<file path="src/rtl/irq_unit_pkg.sv">
package irq_unit_pkg;
  localparam int SRC_N   = 8;
  localparam int IDX_W   = $clog2(SRC_N);
  localparam int CODE_W  = 5;
  localparam int REG_W   = 32;
  // status field positions
  localparam int ST_IE   = 0;
  localparam int ST_EXL  = 1;
  localparam int ST_UM   = 4;
  localparam int MSK_LO  = 8;
  // cause field positions
  localparam int CA_CODE = 2;
  localparam int CA_BD   = 31;
  localparam logic [CODE_W-1:0] CODE_INT = '0;

  // index of the most significant set bit, 0 when none
  function automatic logic [IDX_W-1:0] top_bit(input logic [SRC_N-1:0] v);
    logic [IDX_W-1:0] r;
    r = '0;
    for (int i = 0; i < SRC_N; i++) begin
      if (v[i]) r = IDX_W'(i);
    end
    return r;
  endfunction
endpackage

</file>
<file path="src/rtl/irq_status_reg.sv">
module irq_status_reg
  import irq_unit_pkg::*;
(
  input  logic             clk,
  input  logic             rst_n,
  input  logic             wr_en,
  input  logic [REG_W-1:0] wdata,
  input  logic             set_exl,
  output logic [SRC_N-1:0] mask,
  output logic             user_mode,
  output logic             exl,
  output logic             ie
);
  always_ff @(posedge clk or negedge rst_n) begin
    if (!rst_n) begin
      mask      <= '0;
      user_mode <= 1'b0;
      exl       <= 1'b0;
      ie        <= 1'b0;
    end else begin
      if (wr_en) begin
        mask      <= wdata[MSK_LO +: SRC_N];
        user_mode <= wdata[ST_UM];
        exl       <= wdata[ST_EXL];
        ie        <= wdata[ST_IE];
      end
      if (set_exl) exl <= 1'b1;
    end
  end

  // an accepted event always leaves exception level set
  a_r5_exl_set: assert property (@(posedge clk) disable iff (!rst_n)
    set_exl |=> exl);
  // without a write or an event the fields hold
  a_r1_hold: assert property (@(posedge clk) disable iff (!rst_n)
    (!wr_en && !set_exl) |=> ($stable(mask) && $stable(ie) && $stable(exl) && $stable(user_mode)));
endmodule

</file>
<file path="src/rtl/irq_cause_reg.sv">
module irq_cause_reg
  import irq_unit_pkg::*;
#(
  parameter int NUM_HW = 6,
  parameter int NUM_SW = 2
) (
  input  logic              clk,
  input  logic              rst_n,
  input  logic [NUM_HW-1:0] hw_irq,
  input  logic              sw_wr,
  input  logic [REG_W-1:0]  wdata,
  input  logic              evt_irq,
  input  logic              evt_exc,
  input  logic [CODE_W-1:0] exc_code,
  input  logic              in_delay,
  output logic [SRC_N-1:0]  pend,
  output logic [CODE_W-1:0] code,
  output logic              bd
);
  logic [NUM_HW-1:0] hw_q;
  logic [NUM_SW-1:0] sw_q;

  always_ff @(posedge clk or negedge rst_n) begin
    if (!rst_n) hw_q <= '0;
    else        hw_q <= hw_irq;
  end

  always_ff @(posedge clk or negedge rst_n) begin
    if (!rst_n)     sw_q <= '0;
    else if (sw_wr) sw_q <= wdata[MSK_LO +: NUM_SW];
  end

  always_ff @(posedge clk or negedge rst_n) begin
    if (!rst_n) begin
      code <= '0;
      bd   <= 1'b0;
    end else if (evt_exc) begin
      code <= exc_code;
      bd   <= in_delay;
    end else if (evt_irq) begin
      code <= CODE_INT;
      bd   <= in_delay;
    end
  end

  assign pend = {hw_q, sw_q};

  // hardware pending bits track the lines one edge later
  a_r8_hw_follow: assert property (@(posedge clk) disable iff (!rst_n)
    1'b1 |=> (pend[SRC_N-1:NUM_SW] == $past(hw_irq)));
  // software bits move only on a cause write
  a_r7_sw_hold: assert property (@(posedge clk) disable iff (!rst_n)
    !sw_wr |=> $stable(pend[NUM_SW-1:0]));
  // interrupt records code 0 and the delay flag
  a_r10_irq_code: assert property (@(posedge clk) disable iff (!rst_n)
    (evt_irq && !evt_exc) |=> (code == CODE_INT && bd == $past(in_delay)));
  // exception records its own code
  a_r11_exc_code: assert property (@(posedge clk) disable iff (!rst_n)
    evt_exc |=> (code == $past(exc_code)));
endmodule

</file>
<file path="src/rtl/irq_arbiter.sv">
module irq_arbiter
  import irq_unit_pkg::*;
(
  input  logic             clk,
  input  logic             rst_n,
  input  logic [SRC_N-1:0] pend,
  input  logic [SRC_N-1:0] mask,
  input  logic             ie,
  input  logic             exl,
  input  logic             insn_start,
  input  logic             exc_valid,
  output logic             take,
  output logic [IDX_W-1:0] idx
);
  logic [SRC_N-1:0] live;
  logic             any_live;
  logic             gate_open;

  assign live      = pend & mask;
  assign any_live  = |live;
  assign gate_open = ie && !exl && !exc_valid;
  assign take      = insn_start && gate_open && any_live;
  assign idx       = top_bit(live);

  // global enable low blocks everything
  a_r3_ie_block: assert property (@(posedge clk) disable iff (!rst_n)
    !ie |-> !take);
  // winner must be pending and unmasked
  a_r4_masked_src: assert property (@(posedge clk) disable iff (!rst_n)
    take |-> (pend[idx] && mask[idx]));
  // nothing above the winner is live
  a_r6_top_prio: assert property (@(posedge clk) disable iff (!rst_n)
    take |-> ((live >> idx) == SRC_N'(1)));
  // only at an instruction boundary
  a_r9_boundary: assert property (@(posedge clk) disable iff (!rst_n)
    take |-> insn_start);
  // exception suppresses the interrupt
  a_r11_exc_wins: assert property (@(posedge clk) disable iff (!rst_n)
    exc_valid |-> !take);
endmodule

</file>
<file path="src/rtl/irq_cause_unit.sv">
module irq_cause_unit
  import irq_unit_pkg::*;
#(
  parameter int NUM_HW = 6,
  parameter int NUM_SW = 2
) (
  input  logic              clk,
  input  logic              rst_n,
  input  logic [NUM_HW-1:0] hw_irq,
  input  logic              insn_start,
  input  logic              in_delay_slot,
  input  logic              exc_valid,
  input  logic [CODE_W-1:0] exc_code,
  input  logic              reg_wr,
  input  logic              reg_sel,
  input  logic [REG_W-1:0]  reg_wdata,
  output logic [REG_W-1:0]  reg_rdata,
  output logic              take_irq,
  output logic [IDX_W-1:0]  irq_idx
);
  logic [SRC_N-1:0]  mask, pend;
  logic              user_mode, exl, ie, bd;
  logic [CODE_W-1:0] code;
  logic              st_wr, ca_wr, evt_any;
  logic [REG_W-1:0]  st_word, ca_word;

  assign st_wr   = reg_wr && !reg_sel;
  assign ca_wr   = reg_wr &&  reg_sel;
  assign evt_any = take_irq || exc_valid;

  irq_status_reg u_status (
    .clk(clk), .rst_n(rst_n), .wr_en(st_wr), .wdata(reg_wdata),
    .set_exl(evt_any), .mask(mask), .user_mode(user_mode),
    .exl(exl), .ie(ie)
  );

  irq_cause_reg #(.NUM_HW(NUM_HW), .NUM_SW(NUM_SW)) u_cause (
    .clk(clk), .rst_n(rst_n), .hw_irq(hw_irq), .sw_wr(ca_wr),
    .wdata(reg_wdata), .evt_irq(take_irq), .evt_exc(exc_valid),
    .exc_code(exc_code), .in_delay(in_delay_slot),
    .pend(pend), .code(code), .bd(bd)
  );

  irq_arbiter u_arb (
    .clk(clk), .rst_n(rst_n), .pend(pend), .mask(mask), .ie(ie),
    .exl(exl), .insn_start(insn_start), .exc_valid(exc_valid),
    .take(take_irq), .idx(irq_idx)
  );

  always_comb begin
    st_word = '0;
    st_word[ST_IE]  = ie;
    st_word[ST_EXL] = exl;
    st_word[ST_UM]  = user_mode;
    st_word[MSK_LO +: SRC_N] = mask;
    ca_word = '0;
    ca_word[MSK_LO +: SRC_N]  = pend;
    ca_word[CA_CODE +: CODE_W] = code;
    ca_word[CA_BD] = bd;
  end

  assign reg_rdata = reg_sel ? ca_word : st_word;

  // after a taken interrupt no second one until software clears the level
  a_r5_no_retake: assert property (@(posedge clk) disable iff (!rst_n)
    (take_irq && !st_wr) |=> !take_irq);
endmodule

</file>
<file path="config.mk">
export PLATFORM = sky130hd
export DESIGN_NAME = irq_cause_unit
export DESIGN_NICKNAME = d
export VERILOG_FILES = /design/src/rtl/irq_unit_pkg.sv /design/src/rtl/irq_status_reg.sv /design/src/rtl/irq_cause_reg.sv /design/src/rtl/irq_arbiter.sv /design/src/rtl/irq_cause_unit.sv
export SDC_FILE = /design/constraint.sdc
export NUM_CORES = 1
export LEC_CHECK = 0
export BUFFER_PORTS_ARGS = -buffer_cell sky130_fd_sc_hd__buf_4
export CORE_ASPECT_RATIO = 1.4
export CORE_MARGIN = 2
export CORE_UTILIZATION = 35
export CTS_CLUSTER_SIZE = 30
export DETAILED_ROUTE_END_ITERATION = 10
export HOLD_SLACK_MARGIN = 0.15
export PLACE_DENSITY = 0.81
export SETUP_SLACK_MARGIN = 0.5
export SYNTH_ARGS = -nofsm -noshare
export SYNTH_HDL_FRONTEND = slang
export SYNTH_SLANG_ARGS = --single-unit
</file>
<file path="constraint.sdc">
create_clock -name clk -period 3.9 [get_ports clk]
set_clock_uncertainty 0.1 [all_clocks]
set_input_delay 0.39 -clock clk [delete_from_list [all_inputs] [get_ports clk]]
set_output_delay 0.39 -clock clk [all_outputs]
set_load 0.01 [all_outputs]
</file>
After elaboration in Yosys (flattened, before gate mapping)
Index checks and enable logic that the tools add are counted.
{"block": "totals", "in_bits": 50, "output_inout_bits": 36, "regBits": 25}
{"block": "op_classes", "n_bitwise": 1, "mux": 14, "n_reduce_logical": 13}
{"cell": "$mux 32", "n": 1}
{"cell": "$mux 3", "n": 4}
{"cell": "$mux 5", "n": 2}
{"cell": "$and 8x8->8", "n": 1}
{"cell": "$reduce_or 8->1", "n": 1}
{"cell": "$logic_and 1x1->1", "n": 6}
{"cell": "$mux 1", "n": 5}
{"cell": "$mux 2", "n": 2}
{"cell": "$reduce_bool 2->1", "n": 2}
{"cell": "$logic_not 1->1", "n": 3}
{"cell": "$logic_or 1x1->1", "n": 1}

Depth between registers and ports, before layout
Gate-level depths: netlist of run 1.
{"block": "logic_depth", "depth_word": 8, "depth_mapped": 6}

By module
Synthesis of run 1 repeated with hierarchy kept, for this count alone.
{"block": "unflattened", "cells_unflattened": 101, "hier_area_um2": 1330.0}
{"mod": "irq_cause_reg", "n_inst": 1, "area_per_inst_um2": 449.2, "cells_each": 23}
{"mod": "irq_status_reg", "n_inst": 1, "area_per_inst_um2": 449.2, "cells_each": 24}
{"mod": "irq_cause_unit", "n_inst": 1, "area_per_inst_um2": 314.1, "cells_each": 38}
{"mod": "irq_arbiter", "n_inst": 1, "area_per_inst_um2": 117.6, "cells_each": 16}

Least setup slack after synthesis of run 1
No wires, ideal clock.
{"block": "synth_timing", "kind": "in2out", "from": "in reg_sel", "to": "out reg_rdata[13]", "required_time_ns": 3.410, "arrival_time_ns": 1.121, "cell_stages": 3, "setup_slack_ns": 2.289, "path_cell_list": "buf_2 -> buf_2 -> mux2_2"}
{"block": "synth_via", "elab_chain_cells": 1}
{"element": "from (decl)", "line": "irq_cause_unit.sv:15", "text": "input logic reg_sel,"}
{"element": "$mux 32", "line": "irq_cause_unit.sv:62", "text": "assign reg_rdata = reg_sel ? ca_word : st_word;"}
{"element": "to (decl)", "line": "irq_cause_unit.sv:17", "text": "output logic [REG_W-1:0] reg_rdata,"}
Every way passes these cells.

Final worst setup path of run 1
{"block": "layout_timing", "from": "reg u_cause.hw_q[1]", "to": "out take_irq"}
{"block": "layout_via", "elab_chain_cells": 3}
{"element": "from (decl)", "line": "irq_cause_reg.sv:20", "text": "logic [NUM_HW-1:0] hw_q;"}
{"element": "from (signal assigned)", "line": "irq_cause_reg.sv:25", "text": "else hw_q <= hw_irq;"}
{"element": "$and 8x8->8", "line": "irq_arbiter.sv:19", "text": "assign live = pend & mask;"}
{"element": "$reduce_or 8->1", "line": "irq_arbiter.sv:20", "text": "assign any_live = |live;"}
{"element": "$logic_and 1x1->1", "line": "irq_arbiter.sv:22", "text": "assign take = insn_start && gate_open && any_live;"}
{"element": "to (decl)", "line": "irq_cause_unit.sv:18", "text": "output logic take_irq,"}
Every way passes these cells.

==> results of run 1 <==
-- worst register-to-register path, cell delays in order, from the launching register on --
cell and delay (ns):
dfrtp_1 0.41, a22oi_1 0.28, nand4_2 0.17, a41oi_2 0.25, mux2_1 0.34
-- logic make-up after synthesis --
logic type	share of synthesized area
simple gates	0.100
flops	0.482
other cells	0.00289
buf+inv	0.115
compound gates	0.109
mux	0.191
-- power by group through the flow --
stage | Sequential (mW) | Clock, mW | Combinational (mW)
after floorplan | 0.309 | 0 | 0.106
after global placement | 0.313 | 0 | 0.165
after detailed placement | 0.315 | 0 | 0.166
after CTS | 0.310 | 0.158 | 0.173
after global routing | 0.314 | 0.167 | 0.185
final | 0.309 | 0.150 | 0.170
-- sequential cells by signal, summed over array words and instances (netlist names) --
register            cells
u_cause.sw_q            2
u_status.exl            1
u_cause.bd              1
u_cause.code            5
u_cause.hw_q            6
u_status.mask           8
u_status.user_mode      1
u_status.ie             1
-- cell usage in the layout, fill, tap and decap left out --
master	netlist	routed
inv_1	2	2
a211oi_1	1	1
o21ai_0	1	1
conb_1	1	16
nand4_2	1	1
a22oi_2	2	2
a22o_1	6	6
dfrtp_1	25	25
nand2_1	6	6
nand4_1	1	1
nor2_1	3	3
clkbuf_8	0	3
buf_4	17	48
dlygate4sd3_1	0	7
a22oi_1	2	2
clkbuf_1	1	1
and2_1	5	5
nor2b_2	1	1
mux2_2	21	21
a22o_2	1	1
mux2_1	1	1
a32o_1	1	1
a41oi_2	1	1
nor2b_1	6	6
-- per-layer routing --
metal	part of all wire	up-vias	wire length (µm)
met1	0.38	460	976
met3	0.046	4	120
met2	0.56	39	1450
li1	-	454	-
met4	0.015	0	38
met5	0	-	0
-- metrics by stage --
step | power [mW] | worst slack [ns] | utilization | cell area, µm² | instances
finish | 0.629 | 1.79 | 0.482 | 1740 | 204
global route | 0.667 | 1.68 | 0.482 | 1740 | 204
CTS | 0.640 | 1.77 | 0.482 | 1740 | 204
detailed placement | 0.481 | 2.07 | 0.450 | 1630 | 193
global placement | 0.479 | 2.09 | 0.450 | 1630 | 193
floorplan | 0.415 | 2.29 | - | 1350 | 123
-- how the worst max path moves through the flow --
stage,from,end,slack (ns),cells after the start
6_report,u_cause.hw_q[1],take_irq,1.79,5
5_1_grt,u_cause.hw_q[1],take_irq,1.68,5
4_1_cts,u_status.mask[3],take_irq,1.77,5
3_5_place_dp,u_status.mask[3],take_irq,2.07,5
3_3_place_gp,u_cause.sw_q[1],take_irq,2.09,5
2_1_floorplan,reg_sel,reg_rdata[13],2.29,3
-- area by class of cell --
class,instances,share of cell area
Clock buffer,4,0.0259
Inverter,2,0.00431
Multi-Input combinational cell,76,0.333
Sequential cell,25,0.359
Tap cell,42,0.0302
Timing Repair Buffer,55,0.247
-- repair_timing --
action,CTS,global route
hold buffers,7,0
endpoints found under the setup margin,0,0
hold endpoints to repair,31,0
==> flow_summary.yaml, run 1 <==
sta:
  fin_crit_sh: 0.540
  relSlewSlack: 0.568
  fmax_ghz: 0.475
  period_needed_ns: 2.11
  tightestPinTransition_ns: 0.645
  finalSetupViolCount: 0
  grt_setup_unrepaired: "false"
  setup_tns_ns: 0
  slew_violations: 0
  holdWs_ns: 0.238
  hold_viol: 0
min_path:
  hp-class: "input port to register"
  hold_path_startpoint: "reg_wdata[1]"
  min_to: "u_status.exl"
  min_path_cells: 3
critical_path:
  reg2reg_depth: 4
  rr_endpoint: "u_cause.bd"
  crit_fanout: 7
  crit_type: "register to output port"
  cp_slowest_stage_delay_ns: 0.41
  cp_cell_sequence: "a22oi_1 -> nand4_2 -> nand4_1 -> nor2_1 -> buf_4"
  crit_required_ns: 3.41
  crit_path_end_kind: "output port"
  cp_num_buf_inv: 1
  regToRegStartpoint: "u_cause.hw_q[1]"
  slowest_stage: "dfrtp_1"
  crit_path_start_kind: "register"
  crit_family: "simple AND/OR/NAND/NOR gates"
  arrival_ns: 1.62
  timing.reg2reg.setup_slack_ns: 2.25
synth:
  synth_edf_count: 0
  ys_types: 23
  ys_seq_area_frac: 0.482
  yosys.area.top_type: "dfrtp_1"
  yosysTopAreaCellShare: 0.482
  ys_top_cells_by_area: "dfrtp_1 (48%), mux2_2 (18%), buf_4 (9.8%), a22o_1 (4.1%), nor2b_1 (2.9%)"
  synth_common_cells: "dfrtp_1 (25), mux2_2 (21), buf_4 (17)"
  synth_async_sr_flop_share: 1.00
  ys_dominant_reg_cell: "dfrtp_1"
  syn_avg_cell_area_um2: 12.0
  yosysMostFrequentCell: "dfrtp_1"
  netlist_instances: 108
  ys_seq_elements: 25
  ys_warn_count: 0
  synth_area_um2: 1300
clock_tree:
  cts_sinks: 25
  htreeDepth: 1
  clk_latency_ns: 0.26
  numCtsBuffers: 3
  cts_tree: "built"
  cts_resized: 0
  cts_buffer_depth: 2
  cts-root-buf: "clkbuf_8"
  clkSlewWorstSetupHoldPaths_ns: 0.08
  post_cts_buffers: 0
floorplan:
  dieWidth_um: 55.5
  ios: 86
  die_height_um: 76.0
  start_util: 0.359
  fp.coreArea_um2: 3610
  rows: 26
  dieArea_um2: 4220
job:
  drv_cap: 0
grt:
  grt_pass1_vias: 994
  antenna_found_initial: 0
  grt_usage: 0.128
  grt_use_met3: 0.0136
  grtUsageMet2: 0.243
  grt_max_degree: 26
  overflow: 0
  grt_pass1_wl_um: 4350
  top_usage_layer: "met2"
  grt_use_met1: 0.136
final_layout:
  syn_to_final_growth_pct: 34.1
  fill_cells: 346
  num-nets-final: 213
  multiInputGateArea_um2: 579
  drive_gt1_frac: 0.481
  n_antenna_cell: 0
  regArea_um2: 626
detailed_routing:
  drtIter0Drc: 8
  ant_nets: 0
  drc_errors: 0
  drt-pass1-iter-count: 4
  via_per_inst: 4.69
  totalWireLength_um: 2580
  vias: 957
  wire_per_inst_um: 12.7
power:
  p_clk_frac: 0.238
  vdd_drop_max_uv: 195
  power.leakage_nw: 0.829
  intPower_uw: 460
  swShare: 0.269
  power_density_nw_per_um2: 361
  p_seq_frac: 0.492
  p_sw_uw: 169
  power_frac_comb: 0.270
run_status:
  status: "finished, final reports clean"
placed_design:
  place_congestion: 0.788
  post-dp-hpwl_um: 1910
  port_buffers: 48
Power figures use the tool's default switching activity.
==> run 2: changes to the inputs <==
--- a/config.mk
+++ b/config.mk
@@ -12,7 +12,7 @@
 export CTS_CLUSTER_SIZE = 30
 export DETAILED_ROUTE_END_ITERATION = 10
 export HOLD_SLACK_MARGIN = 0.15
-export PLACE_DENSITY = 0.81
+export PLACE_DENSITY = 0.83
 export SETUP_SLACK_MARGIN = 0.5
 export SYNTH_ARGS = -nofsm -noshare
 export SYNTH_HDL_FRONTEND = slang
==> constraint.sdc (replaced) <==
create_clock -name clk -period 1.8 [get_ports clk]
set_clock_uncertainty 0.1 [all_clocks]
set_input_delay 0.18 -clock clk [delete_from_list [all_inputs] [get_ports clk]]
set_output_delay 0.18 -clock clk [all_outputs]
set_load 0.01 [all_outputs]
==> flow_summary.yaml, run 2 (synthesis results as in run 1) <==
grt:
  antenna_found_initial: 0
  grt_usage: 0.150
  grt_max_degree: 26
  grt_pass1_vias: 1152
  overflow: 0
  grt_pass1_wl_um: 5060
sta:
  holdWs_ns: 0.171
  setup_ws_ns: 0.0486
  setup_tns_ns: 0
  slew_violations: 0
  period_needed_ns: 1.75
  fmax_ghz: 0.571
  finalSetupViolCount: 0
  grt_setup_unrepaired: "true"
  hold_viol: 0
  fin_crit_sh: 0.973
placed_design:
  post-dp-hpwl_um: 2000
  dp_cells: 196
  port_buffers: 48
  place_ws_ns: 0.206
  post_dp_cell_area_um2: 1650
  place_congestion: 0.732
clock_tree:
  cts_tree: "built"
  numCtsBuffers: 3
  clkSlewWorstSetupHoldPaths_ns: 0.08
  cts-root-buf: "clkbuf_8"
  cts_buffer_depth: 2
  clk_latency_ns: 0.26
  htreeDepth: 1
  cts_sinks: 25
detailed_routing:
  drt-pass1-iter-count: 3
  totalWireLength_um: 3090
  via_per_inst: 4.48
  drc_errors: 0
  wire_per_inst_um: 13.1
  ant_nets: 0
  drtIter0Drc: 17
  vias: 1058
final_layout:
  syn_to_final_growth_pct: 64.8
  top_regs: "u_status.mask: 8 flops, u_cause.hw_q: 6 flops, u_cause.code: 5 flops"
  final_util: 0.592
  num-nets-final: 245
  largest_reg_flops: 8
  largest-register: "u_status.mask"
  drive_gt1_frac: 0.495
  stdcell_area_um2: 2140
  n_antenna_cell: 0
  final_common_cell: "buf_4"
  final_cell_mix: "buf_4 (45), dlygate4sd3_1 (25), dfrtp_1 (25), buf_6 (17), conb_1 (16)"
  fin_cells: 236
run_status:
  status: "finished, final reports clean"
floorplan:
  dieWidth_um: 55.5
  dieArea_um2: 4220
  ios: 86
  fp.coreArea_um2: 3610
  die_height_um: 76.0
  rows: 26
  start_util: 0.359
critical_path:
  cp_cell_sequence: "buf_6 -> a22oi_2 -> nand4_2 -> nand4_1 -> nor2_1 -> buf_4"
  crit_required_ns: 1.52
  arrival_ns: 1.47
  slowest_stage: "dfrtp_1"
  crit_fanout: 2
  crit_path_start_kind: "register"
  crit_path_end_kind: "output port"
  crit_type: "register to output port"
  cp_slowest_stage_delay_ns: 0.41
power:
  fin_total_pwr_mw: 1.52
  vdd_drop_max_uv: 543
  power_density_nw_per_um2: 712
  power.leakage_nw: 1.04
min_path:
  hp-class: "input port to register"
job:
  drv_cap: 0
run 2: power by group:
group	internal [mW]	switching [mW]	total [mW]	leakage, nW
Combinational	0.331	0.193	0.524	0.719
Sequential	0.622	0.0512	0.674	0.293
Clock	0.158	0.166	0.324	0.0228
Total	1.11	0.411	1.52	1.04
run 2: layout make-up:
type / instances / area (µm²)
Inverter: 2 / 7.51
Fill cell: 296 / 1470
Sequential cell: 25 / 626
Timing Repair Buffer: 87 / 779
Tap cell: 42 / 52.6
Multi-Input combinational cell: 76 / 628
Clock buffer: 4 / 45.0
run 2: worst paths after layout:
kind	to	startpoint	slack, ns	cells after the start
max	take_irq	u_status.mask[2]	0.05	6
min	u_cause.code[4]	exc_valid	0.17	2
max reg2reg	u_cause.bd	u_status.mask[2]	0.15	6
min reg2reg	u_status.user_mode	u_status.user_mode	0.41	1
max in group asynchronous	u_cause.hw_q[4]	rst_n	1.10	2
min in group asynchronous	u_cause.code[1]	rst_n	0.26	2
run 2: timing repair:
action | in CTS | in global routing
endpoints found under the hold margin | 50 | 0
pin swaps | 7 | 6
setup endpoints to repair | 20 | 20
hold buffers | 25 | 0
resized for setup | 11 | 19
setup buffers | 6 | 5
run 2: worst max-delay path: cells and delay by family, from the launching register on:
family / cells / cell delay, ns
buf+inv: 2 / 0.27
compound gates: 1 / 0.16
flops: 1 / 0.41
simple gates: 3 / 0.38
run 2: metal layers:
layer  global-route usage  routed length (µm)
met1                0.183                1250
met3               0.0204                 160
met5                    0                   0
met4               0.0439                  14
met2                0.270                1660
